## config.mk

```make
export PLATFORM = sky130hd
export DESIGN_NAME = pha_sequencer
export DESIGN_NICKNAME = d
export VERILOG_FILES = /design/src/rtl/pha_seq_pkg.sv /design/src/rtl/pha_sync2.sv /design/src/rtl/pha_cascade_counter.sv /design/src/rtl/pha_sequencer.sv
export SDC_FILE = /design/constraint.sdc
export NUM_CORES = 1
export LEC_CHECK = 0
export BUFFER_PORTS_ARGS = -buffer_cell sky130_fd_sc_hd__buf_4
export CORE_MARGIN = 10
export CORE_UTILIZATION = 59
export CTS_CLUSTER_SIZE = 12
export DETAILED_ROUTE_END_ITERATION = 10
export PLACE_DENSITY = 0.77
export SYNTH_ARGS = -nofsm -noshare
export SYNTH_HDL_FRONTEND = slang
export SYNTH_HIERARCHICAL = 1
export SYNTH_SLANG_ARGS = --single-unit
```

## constraint.sdc

```tcl
create_clock -name clk -period 2.4 [get_ports clk]
set_clock_uncertainty 0.1 [all_clocks]
set_input_delay 0 -clock clk [delete_from_list [all_inputs] [get_ports clk]]
set_output_delay 0 -clock clk [all_outputs]
set_load 0.03 [all_outputs]
```

## src/rtl/pha_seq_pkg.sv

```systemverilog
package pha_seq_pkg;
    typedef enum logic [1:0] {
        ST_IDLE   = 2'd0,
        ST_ACCEPT = 2'd1,
        ST_DEAD   = 2'd2
    } seq_state_t;
endpackage

```

## src/rtl/pha_sync2.sv

```systemverilog
module pha_sync2 #(
    parameter int W = 1
) (
    input  logic         clk,
    input  logic         rst,
    input  logic [W-1:0] d,
    output logic [W-1:0] q
);
    typedef struct packed {
        logic [W-1:0] s1;
        logic [W-1:0] s2;
    } sync_t;

    sync_t r_d, r_q;

    always_comb begin
        r_d    = r_q;
        r_d.s1 = d;
        r_d.s2 = r_q.s1;
    end

    always_ff @(posedge clk) begin
        if (rst) r_q <= '0;
        else     r_q <= r_d;
    end

    assign q = r_q.s2;
endmodule

```

## src/rtl/pha_cascade_counter.sv

```systemverilog
module pha_cascade_counter #(
    parameter int STAGE_W  = 4,
    parameter int N_STAGES = 2,
    localparam int TOT_W   = STAGE_W * N_STAGES
) (
    input  logic             clk,
    input  logic             rst,
    input  logic             clr,
    input  logic             inc,
    output logic [TOT_W-1:0] count,
    output logic [TOT_W-1:0] count_nxt,
    output logic             full
);
    logic [STAGE_W-1:0] stg_q [N_STAGES];
    logic [STAGE_W-1:0] stg_d [N_STAGES];
    logic [N_STAGES-1:0] stg_full;
    logic [N_STAGES-1:0] carry;

    assign full = &stg_full;

    for (genvar i = 0; i < N_STAGES; i++) begin : g_stage
        assign stg_full[i] = &stg_q[i];
        if (i == 0) begin : g_first
            assign carry[i] = inc & ~full;
        end else begin : g_next
            assign carry[i] = carry[i-1] & stg_full[i-1];
        end

        always_comb begin
            stg_d[i] = stg_q[i];
            if (clr)           stg_d[i] = '0;
            else if (carry[i]) stg_d[i] = stg_q[i] + 1'b1;
        end

        always_ff @(posedge clk) begin
            if (rst) stg_q[i] <= '0;
            else     stg_q[i] <= stg_d[i];
        end

        assign count[i*STAGE_W +: STAGE_W]     = stg_q[i];
        assign count_nxt[i*STAGE_W +: STAGE_W] = stg_d[i];
    end

    // without a clear the count never moves backwards
    assert_count_monotonic_R4: assert property (@(posedge clk) disable iff (rst)
        !clr |=> (count >= $past(count)));
    // a saturated counter holds its value
    assert_sat_hold_R6: assert property (@(posedge clk) disable iff (rst)
        (full && !clr) |=> full);
endmodule

```

## src/rtl/pha_sequencer.sv

```systemverilog
module pha_sequencer
    import pha_seq_pkg::*;
#(
    parameter int ACC_CYC  = 5000,
    parameter int DEAD_CYC = 100000,
    parameter int STAGE_W  = 4,
    parameter int N_STAGES = 2,
    localparam int CH_W    = STAGE_W * N_STAGES,
    localparam int TMR_MAX = (ACC_CYC > DEAD_CYC) ? ACC_CYC : DEAD_CYC,
    localparam int TMR_W   = $clog2(TMR_MAX + 1)
) (
    input  logic            clk,
    input  logic            rst,
    input  logic            trig_in,
    input  logic            cmp_in,
    output logic            sw_close,
    output logic [CH_W-1:0] channel,
    output logic            ch_valid,
    output logic            ch_ovf
);
    localparam logic [TMR_W-1:0] ACC_LAST  = TMR_W'(ACC_CYC - 1);
    localparam logic [TMR_W-1:0] DEAD_LAST = TMR_W'(DEAD_CYC - 1);

    typedef struct packed {
        seq_state_t      state;
        logic [TMR_W-1:0] tmr;
        logic            trig_prev;
        logic            done;
        logic            ovf;
        logic [CH_W-1:0] channel;
        logic            valid;
        logic            ch_ovf;
    } seq_regs_t;

    seq_regs_t r_d, r_q;

    logic [1:0] sync_s;
    logic       trig_s, cmp_s, trig_rise;
    logic       cnt_clr, cnt_inc, cnt_full;
    logic [CH_W-1:0] cnt_val, cnt_nxt;

    pha_sync2 #(.W(2)) u_sync (
        .clk (clk),
        .rst (rst),
        .d   ({trig_in, cmp_in}),
        .q   (sync_s)
    );
    assign trig_s    = sync_s[1];
    assign cmp_s     = sync_s[0];
    assign trig_rise = trig_s & ~r_q.trig_prev;

    pha_cascade_counter #(.STAGE_W(STAGE_W), .N_STAGES(N_STAGES)) u_cnt (
        .clk       (clk),
        .rst       (rst),
        .clr       (cnt_clr),
        .inc       (cnt_inc),
        .count     (cnt_val),
        .count_nxt (cnt_nxt),
        .full      (cnt_full)
    );

    always_comb begin
        r_d           = r_q;
        r_d.valid     = 1'b0;
        r_d.trig_prev = trig_s;
        cnt_clr       = 1'b0;
        cnt_inc       = 1'b0;
        unique case (r_q.state)
            ST_IDLE: begin
                if (trig_rise) begin
                    r_d.state = ST_ACCEPT;
                    r_d.tmr   = '0;
                    r_d.done  = 1'b0;
                    r_d.ovf   = 1'b0;
                    cnt_clr   = 1'b1;
                end
            end
            ST_ACCEPT: begin
                if (r_q.tmr == ACC_LAST) begin
                    r_d.state = ST_DEAD;
                    r_d.tmr   = '0;
                end else begin
                    r_d.tmr = r_q.tmr + 1'b1;
                end
            end
            ST_DEAD: begin
                if (!r_q.done) begin
                    if (cmp_s) begin
                        cnt_inc = 1'b1;
                        if (cnt_full) r_d.ovf = 1'b1;
                    end
                    if (!cmp_s || r_q.tmr == DEAD_LAST) begin
                        r_d.channel = cnt_nxt;
                        r_d.ch_ovf  = r_d.ovf;
                        r_d.valid   = 1'b1;
                        r_d.done    = 1'b1;
                    end
                end
                if (r_q.tmr == DEAD_LAST) begin
                    r_d.state = ST_IDLE;
                    r_d.tmr   = '0;
                end else begin
                    r_d.tmr = r_q.tmr + 1'b1;
                end
            end
            default: r_d.state = ST_IDLE;
        endcase
    end

    always_ff @(posedge clk) begin
        if (rst) begin
            r_q       <= '0;
            r_q.state <= ST_IDLE;
        end else begin
            r_q <= r_d;
        end
    end

    assign sw_close = (r_q.state == ST_ACCEPT);
    assign channel  = r_q.channel;
    assign ch_valid = r_q.valid;
    assign ch_ovf   = r_q.ch_ovf;

    // strobe lasts a single cycle
    assert_valid_single_R5: assert property (@(posedge clk) disable iff (rst)
        ch_valid |=> !ch_valid);
    // overflow only reported with a saturated channel
    assert_ovf_full_R6: assert property (@(posedge clk) disable iff (rst)
        (ch_valid && ch_ovf) |-> (channel == {CH_W{1'b1}}));
    // the switch does not reclose right after the acceptance window
    assert_no_reclose_R3: assert property (@(posedge clk) disable iff (rst)
        $fell(sw_close) |=> !sw_close);
    // dead time never jumps straight back to acceptance
    assert_dead_blocks_R3: assert property (@(posedge clk) disable iff (rst)
        (r_q.state == ST_DEAD) |=> (r_q.state != ST_ACCEPT));
    // no counting while the switch is closed
    assert_no_count_accept_R4: assert property (@(posedge clk) disable iff (rst)
        (sw_close && $past(sw_close)) |=> $stable(cnt_val));
endmodule

```

==> flow_summary_export.csv <==
group,metric,value,unit
pwr,power.total,0.001546,W
global_route,grt_busiest_layer,"met2",
critical_path,cp-end-kind,"flip-flop",
yosys,ys_seq_area_share,39.37,%
critical_path,cp_max_fo,6,
critical_path,crit_arrival,2.29,ns
critical_path,path_class,"reg -> reg",
placement,dp_hpwl,3299,microns
clocking,cts_root_buf,"clkbuf_8",
global_route,grt_usage,14.58,%
detailed_routing,ant_nets,0,
pwr,p_leak,1.044,nW
layout,n_fill_cell,311,
pwr,cellPowerDensity,605.6,mW/mm^2
flow_run,maxCapViolations,0,
pwr,clkPwrFrac,28.2,%
global_route,antenna_found_initial,0,
timing,worstMarginPinSlew,0.5327,ns
pwr,switching_share,29.22,%
timing,hold_viol,0,
yosys,syn-num-nets,267,
layout,syn2layout_area_growth,14.15,%
placement,gp_congestion,0.8243,
global_route,grt_pass1_vias,1795,
detailed_routing,wl_per_cell,14.03,microns
global_route,grtUsageMet1,17.84,%
global_route,grt_max_degree,30,
timing,rsz0062_at_grt,"false",
critical_path,start_kind,"flip-flop",
clocking,clockBufferDepth,2,
timing,setup_tns,0,ns
die,coreArea,0.003661,sq mm
detailed_routing,via_per_inst,5.817,
timing,period_needed,2.215,ns
global_route,use_met2,23.78,%
pwr,p_sw,0.0004518,W
die,start_util,61.11,%
yosys,synthArstFlopShare,0,%
timing,fmax,451.4,MHz
timing,finalWorstSetupSlack,0.1848,ns
yosys,yosysTopAreaCell,"dfxtp_1",
placement,preCtsSetupSlack,0.1502,ns
die,rows,22,
critical_path,cp.required,2.48,ns
pwr,power_frac_comb,22.6,%
yosys,synthTopCellsByArea,"dfxtp_1 39%, mux2i_1 6.7%, a21oi_1 4.0%, ha_1 3.9%, nor2_1 3.9%",
layout,insertedDiodeCount,0,
pwr,internal_power,0.001095,W
detailed_routing,drc,0,
detailed_routing,first_iter_violations,184,
layout,drive_gt1_share,16.07,%
yosys,synth_edf_count,0,
timing,finalCritPeriodShare,92.30,%
pwr,p_seq_share,49.1,%
clocking,path_clk_slew,0.08,ns
clocking,cts_tree,"built",
timing,fin_hold_ws,0.3487,ns
yosys,ys_types,48,
global_route,grt_overflow,0,
timing,slew_headroom,64.27,%
layout,final_common_cell,"dfxtp_1",
yosys,yosysWarnings,6,
worst_hold_path,min-delay-path-class,"reg -> reg",
global_route,gr-usage-met3,5.131,%
pwr,vdd_ir_drop_max,397.7,uV
detailed_routing,dr.pass1.iters,4,
layout,mostFrequentLayoutCells,"44 x dfxtp_1, 26 x buf_4, 23 x nor2_1, 18 x nand2_1, 18 x a21oi_1",
clocking,cts_buffers,5,
detailed_routing,routed_wl,4601,microns
timing,drv_slew,0,
layout,fin_nets,291,
yosys,avgSynthCellArea,8.739,sq um
yosys,synth_top_cell_area_share,39.37,%
placement,io_buffers,14,
yosys,synthFlopType,"dfxtp_1",
global_route,grt_pass1_wl,7900,microns
clocking,cts.sinks,44,
outcome,status,"completed",
clocking,clock_latency,0.29,ns
clocking,post_cts_buffers,0,
yosys,synth.cell_area,0.002237,sq mm
yosys,ys_ff_latch,44,
timing,setup_viol,0,
die,ioPinCount,15,
die,die_area,0.006654,sq mm
die,die_h,81.58,microns
die,die_w,81.58,microns
detailed_routing,dr_total_vias,1908,
clocking,htreeDepth,2,
yosys,synth_cells,256,
Yosys cell counts (all sizes together), types with 5 or more instances:
library cell	instances
a21oi	19
a31oi	8
and3	7
buf	11
dfxtp	44
ha	7
inv	8
mux2i	15
nand2	19
nand2b	6
nand3	17
nand3b	5
nor2	23
nor2b	7
nor3	7
o21ai	11
registers in the layout (all words and copies together) (netlist names):
register and flops:
r_q 22, channel 8, u_cnt/stg_q 8, u_sync/q 2, u_sync/r_d 2, ch_ovf 1
ch_valid 1
metrics by stage:
stage / cell area [sq um] / cells / utilization (%)
after detailed placement: 2416 / 316 / 65.99
final: 2554 / 328 / 69.75
after global routing: 2554 / 328 / 69.75
after floorplan: 2237 / 256 / -
after global placement: 2416 / 316 / 65.99
after CTS: 2547 / 328 / 69.58
power by group through the flow:
stage / sequential [W] / combinational [W] / clock, W
global placement: 0.000776 / 0.000334 / 0
finish: 0.000760 / 0.000350 / 0.000436
global route: 0.000762 / 0.000389 / 0.000485
detailed placement: 0.000777 / 0.000344 / 0
CTS: 0.000759 / 0.000351 / 0.000458
floorplan: 0.000780 / 0.000222 / 0
repair_timing:
item	CTS	global route
endpoints found under the hold margin	15	0
hold buffers	5	0
setup endpoints to repair	0	5
resized for setup	0	1
path summary, 6_finish.rpt:
path / from / to / slack [ns] / cells past startpoint
worst min-delay path: u_sync/r_d[0] / u_sync/q[0] / 0.35 / 1
worst max-delay path: r_q[30] / channel[7] / 0.18 / 9
worst min register to register: u_sync/r_d[0] / u_sync/q[0] / 0.35 / 1
worst max register to register: r_q[30] / channel[7] / 0.18 / 9
final cells by class:
cell class | instances | area (sq um) | share of cell area [%]
inverters | 8 | 30.03 | 1.176
clock buffers | 5 | 68.82 | 2.695
well taps | 48 | 60.06 | 2.352
clock inverters | 2 | 12.51 | 0.4900
multi-input cells | 189 | 1236 | 48.41
flip-flops and latches | 44 | 880.8 | 34.49
repair buffers | 32 | 265.3 | 10.39
per-layer routing:
layer	vias up	wire, microns
met2	56	2163
met5	-	0
li1	965	-
met3	2	311
met4	0	12
met1	885	2114
kinds of logic after synthesis:
| group | count (synthesis) | synth area share (%) |
|---|---|---|
| buffers and inverters | 23 | 5.649 |
| XOR/XNOR | 1 | 0.3916 |
| adder cells (fa/ha/maj) | 7 | 3.915 |
| AND/OR/NAND/NOR | 111 | 26.51 |
| flip-flops | 44 | 39.37 |
| AO/OA/AOI/OAI | 54 | 16.95 |
| multiplexers | 16 | 7.215 |
critical path, cell delays in order, from the launching register on:
cell and delay (ns):
dfxtp_1 0.33, inv_1 0.11, ha_1 0.19, nor2b_1 0.17, and2_1 0.28, nand4_1 0.23
nor3_1 0.38, a211oi_1 0.13, mux2i_1 0.14, nor2_1 0.05
(Power assumes the default switching activity.)
